## config.mk

```make
export PLATFORM = sky130hd
export DESIGN_NAME = card_stat_irq
export DESIGN_NICKNAME = d
export VERILOG_FILES = /design/src/rtl/cstat_pkg.sv /design/src/rtl/cstat_sync.sv /design/src/rtl/cstat_det_filter.sv /design/src/rtl/cstat_slot_events.sv /design/src/rtl/card_stat_irq.sv
export SDC_FILE = /design/constraint.sdc
export NUM_CORES = 1
export LEC_CHECK = 0
export ABC_CLOCK_PERIOD_IN_PS = 2360
export CORE_MARGIN = 2
export CORE_UTILIZATION = 53
export DETAILED_ROUTE_END_ITERATION = 8
export GPL_TIMING_DRIVEN = 0
export PLACE_DENSITY = 0.8
export SKIP_LAST_GASP = 1
export SLEW_MARGIN = 20
export SYNTH_ARGS = -nofsm -noshare
export SYNTH_HDL_FRONTEND = slang
export SYNTH_SLANG_ARGS = --single-unit
export TNS_END_PERCENT = 100
```

## constraint.sdc

```tcl
create_clock -name clk -period 2.36 [get_ports clk]
set_input_delay 0.472 -clock clk [delete_from_list [all_inputs] [get_ports clk]]
set_output_delay 0.472 -clock clk [all_outputs]
set_load 0.01 [all_outputs]
```

## src/rtl/cstat_pkg.sv

```systemverilog
package cstat_pkg;

    localparam int NSLOT  = 2;
    localparam int HALF_W = 16;
    localparam int WORD_W = NSLOT * HALF_W;

    // offsets inside one slot half (the layout is shared by both slots)
    localparam int OFS_WP   = 13;
    localparam int OFS_CD2  = 12;
    localparam int OFS_CD1  = 11;
    localparam int OFS_BVD2 = 10;
    localparam int OFS_BVD1 = 9;
    localparam int OFS_RDYL = 7;
    localparam int OFS_RDYH = 6;
    localparam int OFS_RDYR = 5;
    localparam int OFS_RDYF = 4;

    localparam logic [HALF_W-1:0] EDGE_HALF  = 16'h3E30;
    localparam logic [HALF_W-1:0] LEVEL_HALF = 16'h00C0;
    localparam logic [HALF_W-1:0] IMPL_HALF  = EDGE_HALF | LEVEL_HALF;

    typedef enum logic [1:0] {
        ADR_PINS = 2'd0,
        ADR_CHG  = 2'd1,
        ADR_ENA  = 2'd2,
        ADR_FILT = 2'd3
    } reg_addr_e;

    typedef enum logic [1:0] {
        BOOT_FILL1,
        BOOT_FILL2,
        BOOT_PRIME,
        BOOT_RUN
    } boot_state_e;

    typedef enum logic {
        DET_STABLE,
        DET_HOLD
    } det_state_e;

    // one slot's pins, top field first, matching offsets 15..8
    typedef struct packed {
        logic vs1;
        logic vs2;
        logic wp;
        logic cd2;
        logic cd1;
        logic bvd2;
        logic bvd1;
        logic rdy;
    } slot_pins_t;

endpackage

```

## src/rtl/cstat_sync.sv

```systemverilog
module cstat_sync #(
    parameter int W = 8
) (
    input  logic         clk,
    input  logic         rst_n,
    input  logic [W-1:0] d_i,
    output logic [W-1:0] q_o
);

    logic [W-1:0] meta_q;
    logic [W-1:0] stab_q;

    always_ff @(posedge clk or negedge rst_n) begin
        if (!rst_n) begin
            meta_q <= '0;
            stab_q <= '0;
        end else begin
            meta_q <= d_i;
            stab_q <= meta_q;
        end
    end

    assign q_o = stab_q;

endmodule

```

## src/rtl/cstat_det_filter.sv

```systemverilog
module cstat_det_filter
    import cstat_pkg::*;
#(
    parameter int FILT_W = 8
) (
    input  logic              clk,
    input  logic              rst_n,
    input  logic              load_i,
    input  logic              arm_i,
    input  logic [1:0]        det_i,
    input  logic [FILT_W-1:0] limit_i,
    output logic              present_o,
    output logic              accept_o
);

    det_state_e        state_q, state_d;
    logic              lvl_q, lvl_d;
    logic              cand_q, cand_d;
    logic [FILT_W-1:0] cnt_q, cnt_d;
    logic              accept_d;

    logic agree;
    logic lvl_now;

    assign agree   = (det_i[1] == det_i[0]);
    assign lvl_now = det_i[0];

    // state register
    always_ff @(posedge clk or negedge rst_n) begin
        if (!rst_n) begin
            state_q <= DET_STABLE;
            lvl_q   <= 1'b1;
            cand_q  <= 1'b1;
            cnt_q   <= '0;
        end else begin
            state_q <= state_d;
            lvl_q   <= lvl_d;
            cand_q  <= cand_d;
            cnt_q   <= cnt_d;
        end
    end

    // next state
    always_comb begin
        state_d  = state_q;
        lvl_d    = lvl_q;
        cand_d   = cand_q;
        cnt_d    = cnt_q;
        accept_d = 1'b0;
        if (load_i) begin
            state_d = DET_STABLE;
            lvl_d   = agree ? lvl_now : 1'b1;
            cnt_d   = '0;
        end else if (arm_i) begin
            unique case (state_q)
                DET_STABLE: begin
                    if (agree && (lvl_now != lvl_q)) begin
                        if (limit_i == '0) begin
                            accept_d = 1'b1;
                            lvl_d    = lvl_now;
                        end else begin
                            state_d = DET_HOLD;
                            cand_d  = lvl_now;
                            cnt_d   = {{(FILT_W-1){1'b0}}, 1'b1};
                        end
                    end
                end
                DET_HOLD: begin
                    if (!agree || (lvl_now != cand_q)) begin
                        state_d = DET_STABLE;
                        cnt_d   = '0;
                    end else if (cnt_q >= limit_i) begin
                        accept_d = 1'b1;
                        lvl_d    = cand_q;
                        state_d  = DET_STABLE;
                        cnt_d    = '0;
                    end else begin
                        cnt_d = cnt_q + 1'b1;
                    end
                end
                default: state_d = DET_STABLE;
            endcase
        end
    end

    // outputs
    always_comb begin
        present_o = ~lvl_q;
        accept_o  = accept_d;
    end

endmodule

```

## src/rtl/cstat_slot_events.sv

```systemverilog
module cstat_slot_events
    import cstat_pkg::*;
(
    input  logic              arm_i,
    input  logic [3:0]        cur_i,   // {wp, bvd2, bvd1, rdy}
    input  logic [3:0]        prev_i,  // same fields, one cycle older
    input  logic              det_evt_i,
    output logic [HALF_W-1:0] set_o,
    output logic [HALF_W-1:0] level_o
);

    logic [3:0] diff;

    always_comb begin
        diff    = cur_i ^ prev_i;
        set_o   = '0;
        level_o = '0;
        if (arm_i) begin
            set_o[OFS_WP]   = diff[3];
            set_o[OFS_BVD2] = diff[2];
            set_o[OFS_BVD1] = diff[1];
            set_o[OFS_RDYR] = diff[0] &  cur_i[0];
            set_o[OFS_RDYF] = diff[0] & ~cur_i[0];
            set_o[OFS_CD2]  = det_evt_i;
            set_o[OFS_CD1]  = det_evt_i;
        end
        level_o[OFS_RDYL] = ~cur_i[0];
        level_o[OFS_RDYH] =  cur_i[0];
    end

endmodule

```

## src/rtl/card_stat_irq.sv

```systemverilog
module card_stat_irq
    import cstat_pkg::*;
#(
    parameter int FILT_W = 8
) (
    input  logic              clk,
    input  logic              rst_n,
    input  logic [NSLOT-1:0]  sense1_i,
    input  logic [NSLOT-1:0]  sense2_i,
    input  logic [NSLOT-1:0]  wprot_i,
    input  logic [NSLOT-1:0]  det2_i,
    input  logic [NSLOT-1:0]  det1_i,
    input  logic [NSLOT-1:0]  batt2_i,
    input  logic [NSLOT-1:0]  batt1_i,
    input  logic [NSLOT-1:0]  ready_i,
    input  logic              bus_sel_i,
    input  logic              bus_wr_i,
    input  logic [1:0]        bus_addr_i,
    input  logic [31:0]       bus_wdata_i,
    output logic [31:0]       bus_rdata_o,
    output logic [NSLOT-1:0]  card_present_o,
    output logic              irq_o
);

    localparam int RAW_W = 8 * NSLOT;
    localparam logic [WORD_W-1:0] EDGE_WORD = {NSLOT{EDGE_HALF}};
    localparam logic [WORD_W-1:0] IMPL_WORD = {NSLOT{IMPL_HALF}};

    logic [RAW_W-1:0]   raw_flat;
    logic [RAW_W-1:0]   syn_flat;
    slot_pins_t         syn   [NSLOT];
    logic [3:0]         prev_q[NSLOT];
    logic [HALF_W-1:0]  set_h [NSLOT];
    logic [HALF_W-1:0]  lvl_h [NSLOT];
    logic [NSLOT-1:0]   det_evt;
    logic [2*NSLOT-1:0] det_pair;

    logic [WORD_W-1:0]  pin_word;
    logic [WORD_W-1:0]  set_word;
    logic [WORD_W-1:0]  lvl_word;
    logic [WORD_W-1:0]  chg_q;
    logic [WORD_W-1:0]  ena_q;
    logic [WORD_W-1:0]  clr_mask;
    logic [WORD_W-1:0]  chg_view;
    logic [FILT_W-1:0]  lim_q;

    boot_state_e boot_q, boot_d;
    logic        arm;
    logic        prime;

    reg_addr_e addr;
    logic      wr_any;

    assign addr   = reg_addr_e'(bus_addr_i);
    assign wr_any = bus_sel_i & bus_wr_i;

    // ---------------- input capture ----------------
    for (genvar s = 0; s < NSLOT; s++) begin : g_slot_in
        assign raw_flat[8*s +: 8] = {sense1_i[s], sense2_i[s], wprot_i[s], det2_i[s],
                                     det1_i[s], batt2_i[s], batt1_i[s], ready_i[s]};
        assign syn[s]             = slot_pins_t'(syn_flat[8*s +: 8]);
        assign det_pair[2*s +: 2] = {syn[s].cd2, syn[s].cd1};
    end

    cstat_sync #(.W(RAW_W)) u_sync (
        .clk   (clk),
        .rst_n (rst_n),
        .d_i   (raw_flat),
        .q_o   (syn_flat)
    );

    // ---------------- start-up sequencer ----------------
    always_ff @(posedge clk or negedge rst_n) begin
        if (!rst_n) boot_q <= BOOT_FILL1;
        else        boot_q <= boot_d;
    end

    always_comb begin
        boot_d = boot_q;
        unique case (boot_q)
            BOOT_FILL1: boot_d = BOOT_FILL2;
            BOOT_FILL2: boot_d = BOOT_PRIME;
            BOOT_PRIME: boot_d = BOOT_RUN;
            BOOT_RUN:   boot_d = BOOT_RUN;
            default:    boot_d = BOOT_FILL1;
        endcase
    end

    always_comb begin
        arm   = (boot_q == BOOT_RUN);
        prime = (boot_q == BOOT_PRIME);
    end

    // ---------------- per-slot event sources ----------------
    always_ff @(posedge clk or negedge rst_n) begin
        if (!rst_n) begin
            for (int i = 0; i < NSLOT; i++) prev_q[i] <= '0;
        end else begin
            for (int i = 0; i < NSLOT; i++)
                prev_q[i] <= {syn[i].wp, syn[i].bvd2, syn[i].bvd1, syn[i].rdy};
        end
    end

    for (genvar s = 0; s < NSLOT; s++) begin : g_slot
        cstat_det_filter #(.FILT_W(FILT_W)) u_det (
            .clk       (clk),
            .rst_n     (rst_n),
            .load_i    (prime),
            .arm_i     (arm),
            .det_i     ({syn[s].cd2, syn[s].cd1}),
            .limit_i   (lim_q),
            .present_o (card_present_o[s]),
            .accept_o  (det_evt[s])
        );

        cstat_slot_events u_evt (
            .arm_i     (arm),
            .cur_i     ({syn[s].wp, syn[s].bvd2, syn[s].bvd1, syn[s].rdy}),
            .prev_i    (prev_q[s]),
            .det_evt_i (det_evt[s]),
            .set_o     (set_h[s]),
            .level_o   (lvl_h[s])
        );
    end

    // slot 0 lands in the upper half, slot 1 in the lower half
    always_comb begin
        pin_word = '0;
        set_word = '0;
        lvl_word = '0;
        for (int i = 0; i < NSLOT; i++) begin
            pin_word[HALF_W*(NSLOT-1-i) +: HALF_W] = {syn[i], 8'h00};
            set_word[HALF_W*(NSLOT-1-i) +: HALF_W] = set_h[i];
            lvl_word[HALF_W*(NSLOT-1-i) +: HALF_W] = lvl_h[i];
        end
    end

    // ---------------- registers ----------------
    assign clr_mask = (wr_any && addr == ADR_CHG) ? (bus_wdata_i & EDGE_WORD) : '0;

    always_ff @(posedge clk or negedge rst_n) begin
        if (!rst_n) begin
            chg_q <= '0;
            ena_q <= '0;
            lim_q <= '0;
        end else begin
            chg_q <= (chg_q & ~clr_mask) | set_word;
            if (wr_any && addr == ADR_ENA)  ena_q <= bus_wdata_i & IMPL_WORD;
            if (wr_any && addr == ADR_FILT) lim_q <= bus_wdata_i[FILT_W-1:0];
        end
    end

    assign chg_view = chg_q | lvl_word;
    assign irq_o    = |(chg_view & ena_q);

    always_comb begin
        bus_rdata_o = '0;
        unique case (addr)
            ADR_PINS: bus_rdata_o = pin_word;
            ADR_CHG:  bus_rdata_o = chg_view;
            ADR_ENA:  bus_rdata_o = ena_q;
            ADR_FILT: bus_rdata_o = {{(32-FILT_W){1'b0}}, lim_q};
            default:  bus_rdata_o = '0;
        endcase
    end

endmodule

```

==> results of run 1 <==
==> through the flow <==
stage	area (um2)	hold slack (ns)	TNS [ns]	utilization (%)
2_1_floorplan	5110	0.1764	0	-
3_3_place_gp	6002	0.3323	-319.48	64.65
3_5_place_dp	6031	0.3358	-14.56	64.96
4_1_cts	6241	0.01471	0	67.22
5_1_grt	6240	0.02618	-0.01908	67.21
6_report	6240	0.005220	0	67.21
==> cells in the final DEF (no fill, tap or decap), types with 3 or more instances in the layout <==
master,instances
nand2_1,59
dlygate4sd2_1,8
o21ai_0,26
clkbuf_1,5
inv_1,25
and2_1,5
nor2b_1,4
xor2_1,8
nor3_1,9
a221o_1,5
a211oi_1,3
dfstp_2,4
dfrtp_1,99
mux2_2,29
clkbuf_2,5
a32o_1,7
nand3_1,6
or2_2,5
clkbuf_8,9
o22ai_1,6
mux2i_1,14
xnor2_1,3
a221oi_1,3
buf_2,5
conb_1,4
ha_1,20
a21oi_1,11
inv_6,3
clkdlybuf4s50_1,62
nor2_1,8
buf_4,9
and3_1,6
a22o_1,21
==> flip-flops by register name, summed over array words and instances (netlist names) <==
register,count
boot_q,2
chg_q,14
ena_q,18
g_slot.u_det.cand_q,2
g_slot.u_det.cnt_q,16
g_slot.u_det.lvl_q,2
g_slot.u_det.state_q,2
lim_q,8
prev_q,8
u_sync.meta_q,16
u_sync.q_o,16
==> final timing paths <==
path | startpoint | end | slack [ns] | cells past startpoint
max | g_slot[0].u_det.cnt_q[0]$_DFFE_PN0P_ | g_slot[0].u_det.cnt_q[1]$_DFFE_PN0P_ | 0.06 | 7
min | rst_n | g_slot[0].u_det.cnt_q[4]$_DFFE_PN0P_ | 0.005 | 1
max reg2reg | g_slot[0].u_det.cnt_q[0]$_DFFE_PN0P_ | g_slot[0].u_det.cnt_q[1]$_DFFE_PN0P_ | 0.06 | 7
min reg2reg | u_sync.meta_q[3]$_DFF_PN0_ | u_sync.q_o[3]$_DFF_PN0_ | 0.36 | 0
max in group asynchronous | rst_n | g_slot[1].u_det.cand_q$_DFFE_PN1P_ | 1.67 | 2
min in group clk | u_sync.meta_q[3]$_DFF_PN0_ | u_sync.q_o[3]$_DFF_PN0_ | 0.36 | 0
==> cell usage after synthesis (4+ instances only) <==
cell and n:
nand2_1 59, a221o_1 5, nor2_1 8, buf_2 6, buf_4 6, dfstp_2 4, mux2i_1 14, inv_1 25
and3_1 6, and2_1 5, clkbuf_1 9, a32o_1 7, xor2_1 8, a22o_1 21, nor3_1 9, nand3_1 6
ha_1 20, nor2b_1 5, dfrtp_1 100, mux2_2 29, o21ai_0 26, o22ai_1 6, a21oi_1 11, or2_2 5
==> routing by layer <==
layer  global-route usage [%]  wire [um]  up-vias
li1                         -          -     1799
met1                    31.02       5070     1949
met2                    40.59       5896      126
met3                    4.172        575       21
met4                    8.923        235        0
met5                        0          0        -
==> cell type report <==
| cell class | count | area, um2 |
|---|---|---|
| plain buffers | 23 | 130.1 |
| clock buffers | 9 | 123.9 |
| clock inverters | 7 | 70.07 |
| fillers | 723 | 3044 |
| inverters | 26 | 97.59 |
| multi-input cells | 302 | 2301 |
| flip-flops and latches | 104 | 2609 |
| well taps | 129 | 161.4 |
| repair buffers | 75 | 747.0 |
==> timing repair <==
action                     in CTS  in global routing
buffers inserted                1                  0
pin swaps                       1                  1
gates resized for setup        21                  6
setup endpoints to repair      26                 16
==> critical path: stages (launching register included) <==
cell and delay, ns:
dfrtp_1 0.43, inv_1 0.10, ha_1 0.29, nand2b_4 0.15, a2111oi_4 0.36, a2111oi_2 0.14, or3b_4 0.46, o41ai_2 0.29
==> cells by family (layout without fill, tap and decap cells) <==
logic type                 count (synthesis)  count (layout)  share of synthesized area [%]
other                                      1               4                        0.07355
buffers and inverters                     49             140                          4.196
muxes                                     43              43                          9.153
AOI/OAI and AO/OA                        103             103                          16.15
adders and majority gates                 20              20                          4.908
xor gates and xnor gates                  11              11                          1.890
and+or+nand+nor                          121             121                          12.49
DFF                                      104             104                          51.14
==> report_power, final <==
group	leakage, nW	internal, W	switching (W)
clock	0.101	0.000418	0.000707
sequential	1.23	0.00205	0.000253
combinational	1.41	0.000640	0.000607
==> flow_summary_export.csv, run 1 <==
group,metric,value,unit
die,num_rows,35,
timing,fin_skew,0.006913,ns
global_routing,grt_overflow,0,
clocking,path_clk_slew,0.11,ns
timing,rsz0062_at_grt,"true",
clocking,cts_root_buf,"clkbuf_8",
logic_synthesis,ys_ff_latch,104,
logic_synthesis,synth_warnings,0,
power_and_ir_drop,power,0.004670,W
routing,wl_per_cell,17.45,um
final_layout,antenna_cells,0,
logic_synthesis,netlist_top_cells_area,"dfrtp_1 (49%), mux2_2 (6.4%), ha_1 (4.9%)",
timing,fin_crit_sh,97.64,%
clocking,clock_sinks,104,
job,drv_cap,0,
worst_setup_path,cp.required,2.64,ns
global_routing,grt_first_pass_wirelength,19.32,mm
global_routing,grt_max_degree,62,
final_layout,area.growth.synth_to_final,22.38,%
routing,routed_via_density,5.770,
logic_synthesis,yosysSeqAreaShare,51.14,%
timing,fin_ws,0.05578,ns
die,core,0.009284,mm2
worst_setup_path,start_kind,"flop",
worst_setup_path,critPathMaxFanout,5,
logic_synthesis,netlist.area_leader.share,49.08,%
timing,fmax,0.4340,GHz
power_and_ir_drop,power_density,748.5,mW/mm2
routing,ant_nets,0,
routing,via_count,3895,
global_routing,grt_use_total,23.95,%
routing,dr.pass1.iters,4,
die,die_width,102.1,um
place,routabilityCongestion,0.8402,
die,dieArea,0.01042,mm2
timing,hold_viol,0,
routing,drt_wl_total,11.78,mm
clocking,clockBufferDepth,2,
logic_synthesis,syn_inst,452,
timing,slew_violations,0,
logic_synthesis,synthFlopType,"dfrtp_1",
logic_synthesis,ys_async_sr_fraction,100.0,%
worst_setup_path,worst-setup-path-type,"reg -> reg",
global_routing,grt_pass1_vias,3918,
status,outcome,"finished, final reports clean",
logic_synthesis,synth_cell_types,58,
power_and_ir_drop,p_leak,2.737,nW
place,dp_slack,-0.8270,ns
timing,worst_pin_slew,0.5845,ns
die,start_util,54.92,%
logic_synthesis,synth_edf_count,0,
timing,finalSetupViolCount,0,
routing,first_iter_violations,237,
clocking,cts_tree,"done",
global_routing,grt_antenna_before_repair,0,
logic_synthesis,syn_area_per_cell,11.28,um2
die,die_h,102.1,um
clocking,hold_buffers,0,
routing,drc_errors,0,
final_layout,final_cells,675,
place,port_buffers,73,
die,top_level_ports,89,
timing,period_needed,2.304,ns
worst_setup_path,worstSetupEndpointType,"flop",
final_layout,nNetsFinal,615,
clocking,numCtsBuffers,9,
logic_synthesis,synth_area,0.005099,mm2
clocking,cts_max_level,3,
place,dpl.hpwl,8.484,mm
worst_setup_path,arrival,2.59,ns
hold_path,worstHoldPathType,"in -> async",
timing,slew_headroom,61.03,%
logic_synthesis,yosysTopAreaCell,"dfrtp_1",
final_layout,final_layout_size_suffix_gt1_share,17.58,%
clocking,clock_latency,0.38,ns
place,dp_cells,658,
power_and_ir_drop,ir_drop,0.4423,mV
Power figures use the tool's default switching activity.
==> inputs of run 2 (changes only) <==
--- a/config.mk
+++ b/config.mk
@@ -8,6 +8,7 @@
 export ABC_CLOCK_PERIOD_IN_PS = 2360
 export CORE_MARGIN = 2
 export CORE_UTILIZATION = 53
+export CTS_BUF_LIST = sky130_fd_sc_hd__clkbuf_16
 export DETAILED_ROUTE_END_ITERATION = 8
 export GPL_TIMING_DRIVEN = 0
 export PLACE_DENSITY = 0.8
==> flow_summary_export.csv, run 2 (same netlist as run 1, synthesis figures left out) <==
group,metric,value,unit
status,outcome,"finished, final reports clean",
routing,drc_errors,0,
clocking,clock_sinks,104,
global_routing,grt_max_degree,62,
timing,hold_viol,0,
clocking,hold_buffers,0,
global_routing,grt_overflow,0,
power_and_ir_drop,p_leak,2.812,nW
clocking,cts_tree,"done",
place,dpl.hpwl,8.484,mm
worst_setup_path,critPathMaxFanout,5,
worst_setup_path,cp.required,2.64,ns
final_layout,final_cell_mix,"dfrtp_1 (100), clkdlybuf4s50_1 (63), nand2_1 (59), mux2_2 (29), o21ai_0 (26)",
clocking,clock_latency,0.35,ns
worst_setup_path,path_cells,"ha_1, nand2b_1, a2111oi_4, nor2_1, a21oi_2, mux2_2",
clocking,numCtsBuffers,9,
final_layout,fillers,694,
clocking,path_clk_slew,0.08,ns
clocking,cts_max_level,3,
worst_setup_path,critPathSlowestCell,"dfrtp_1",
final_layout,antenna_cells,0,
routing,drt_wl_total,12.31,mm
worst_setup_path,start_kind,"flop",
final_layout,nNetsFinal,616,
final_layout,largest_register,"ena_q",
die,top_level_ports,89,
die,num_rows,35,
power_and_ir_drop,power,0.005102,W
timing,slew_violations,0,
worst_setup_path,worst-setup-path-type,"reg -> reg",
timing,worst_pin_slew,0.5753,ns
global_routing,grt_first_pass_wirelength,20.01,mm
die,dieArea,0.01042,mm2
routing,wl_per_cell,18.21,um
worst_setup_path,r2r_slack,0.04,ns
worst_setup_path,cp_slowest_stage_delay,0.47,ns
clocking,clockBufferDepth,2,
global_routing,grt_antenna_before_repair,0,
timing,fin_skew,0.007737,ns
final_layout,final_layout_size_suffix_gt1_share,18.10,%
final_layout,largest_reg_flops,18,
power_and_ir_drop,ir_drop,0.4401,mV
die,start_util,54.92,%
routing,via_count,3915,
place,routabilityCongestion,0.8402,
timing,period_needed,2.320,ns
final_layout,area.growth.synth_to_final,25.23,%
timing,fmax,0.4311,GHz
final_layout,final_common_cell,"dfrtp_1",
power_and_ir_drop,power_density,799.1,mW/mm2
timing,slew_headroom,61.65,%
hold_path,worstHoldPathType,"in -> async",
die,die_h,102.1,um
global_routing,grt_pass1_vias,4017,
worst_setup_path,arrival,2.60,ns
routing,routed_via_density,5.791,
timing,holdWs,0.04348,ns
place,port_buffers,73,
die,core,0.009284,mm2
timing,finalSetupViolCount,0,
routing,first_iter_violations,239,
worst_setup_path,worstSetupEndpointType,"flop",
timing,fin_crit_sh,98.30,%
job,drv_cap,0,
routing,ant_nets,0,
die,die_width,102.1,um
clocking,cts_root_buf,"clkbuf_16",
global_routing,grt_use_total,24.93,%
routing,dr.pass1.iters,4,
-- run 2: cell count changes in the layout (fill, tap and decap cells not counted), moves of 3 or more --
| cell | before | now |
|---|---|---|
| clkbuf_16 | 0 | 9 |
| clkbuf_8 | 9 | 0 |
| a221oi_1 | 3 | 0 |
| a221oi_2 | 0 | 3 |
-- run 2: where the power goes --
part | internal [W] | switching [W]
sequential | 0.00205 | 0.000262
combinational | 0.000660 | 0.000631
clock | 0.000751 | 0.000752
total | 0.00346 | 0.00164
-- run 2: final cells by class --
| cell class | count | area, um2 | area share (%) |
|---|---|---|---|
| Buffer | 23 | 130.1 | 2.038 |
| Clock buffer | 9 | 225.2 | 3.527 |
| Clock inverter | 7 | 70.07 | 1.097 |
| Inverter | 26 | 97.59 | 1.529 |
| Multi-Input combinational cell | 302 | 2332 | 36.53 |
| Sequential cell | 104 | 2608 | 40.84 |
| Tap cell | 129 | 161.4 | 2.528 |
| Timing Repair Buffer | 76 | 760.7 | 11.91 |
-- run 2: what timing repair did --
item | CTS | global route
cloned | 0 | 0
resized for setup | 20 | 8
setup endpoints to repair | 27 | 18
pin swaps | 1 | 1
buffers inserted | 1 | 1
-- run 2: final timing paths --
path / startpoint / endpoint / depth (start not counted)
hold reg to reg: u_sync.meta_q[5]$_DFF_PN0_ / u_sync.q_o[5]$_DFF_PN0_ / 0
setup / recovery: lim_q[0]$_DFFE_PN0P_ / g_slot[1].u_det.lvl_q$_DFFE_PN1P_ / 6
max in group asynchronous: rst_n / g_slot[1].u_det.lvl_q$_DFFE_PN1P_ / 2
setup reg to reg: lim_q[0]$_DFFE_PN0P_ / g_slot[1].u_det.lvl_q$_DFFE_PN1P_ / 6
hold / removal: rst_n / boot_q[1]$_DFF_PN0_ / 1
min in group clk: u_sync.meta_q[5]$_DFF_PN0_ / u_sync.q_o[5]$_DFF_PN0_ / 0
-- run 2: per-stage QoR --
stage	utilization (%)	worst slack [ns]	cells	instance area (um2)	TNS, ns
6_report	68.77	0.04018	676	6385	0
5_1_grt	68.77	-0.01927	676	6385	-0.03737
4_1_cts	68.38	0.008208	675	6349	0
3_5_place_dp	64.96	-0.8270	658	6031	-14.56
3_3_place_gp	64.65	-2.986	657	6002	-319.48
2_1_floorplan	-	0.2973	455	5110	0
-- run 2: critical path, delay by kind of cell (launching register included) --
family | cells | cell delay (ns)
AO/OA/AOI/OAI | 2 | 0.76
adder cells (fa/ha/maj) | 1 | 0.32
flip-flops | 1 | 0.47
AND/OR/NAND/NOR | 2 | 0.32
multiplexers | 1 | 0.38
-- run 2: layer usage --
metal | routed length (um) | up-vias | GRT usage [%]
li1 | - | 1804 | -
met1 | 5059 | 1967 | 31.66
met2 | 6438 | 123 | 42.81
met3 | 603 | 21 | 4.583
met4 | 206 | 0 | 9.231
met5 | 0 | - | 0
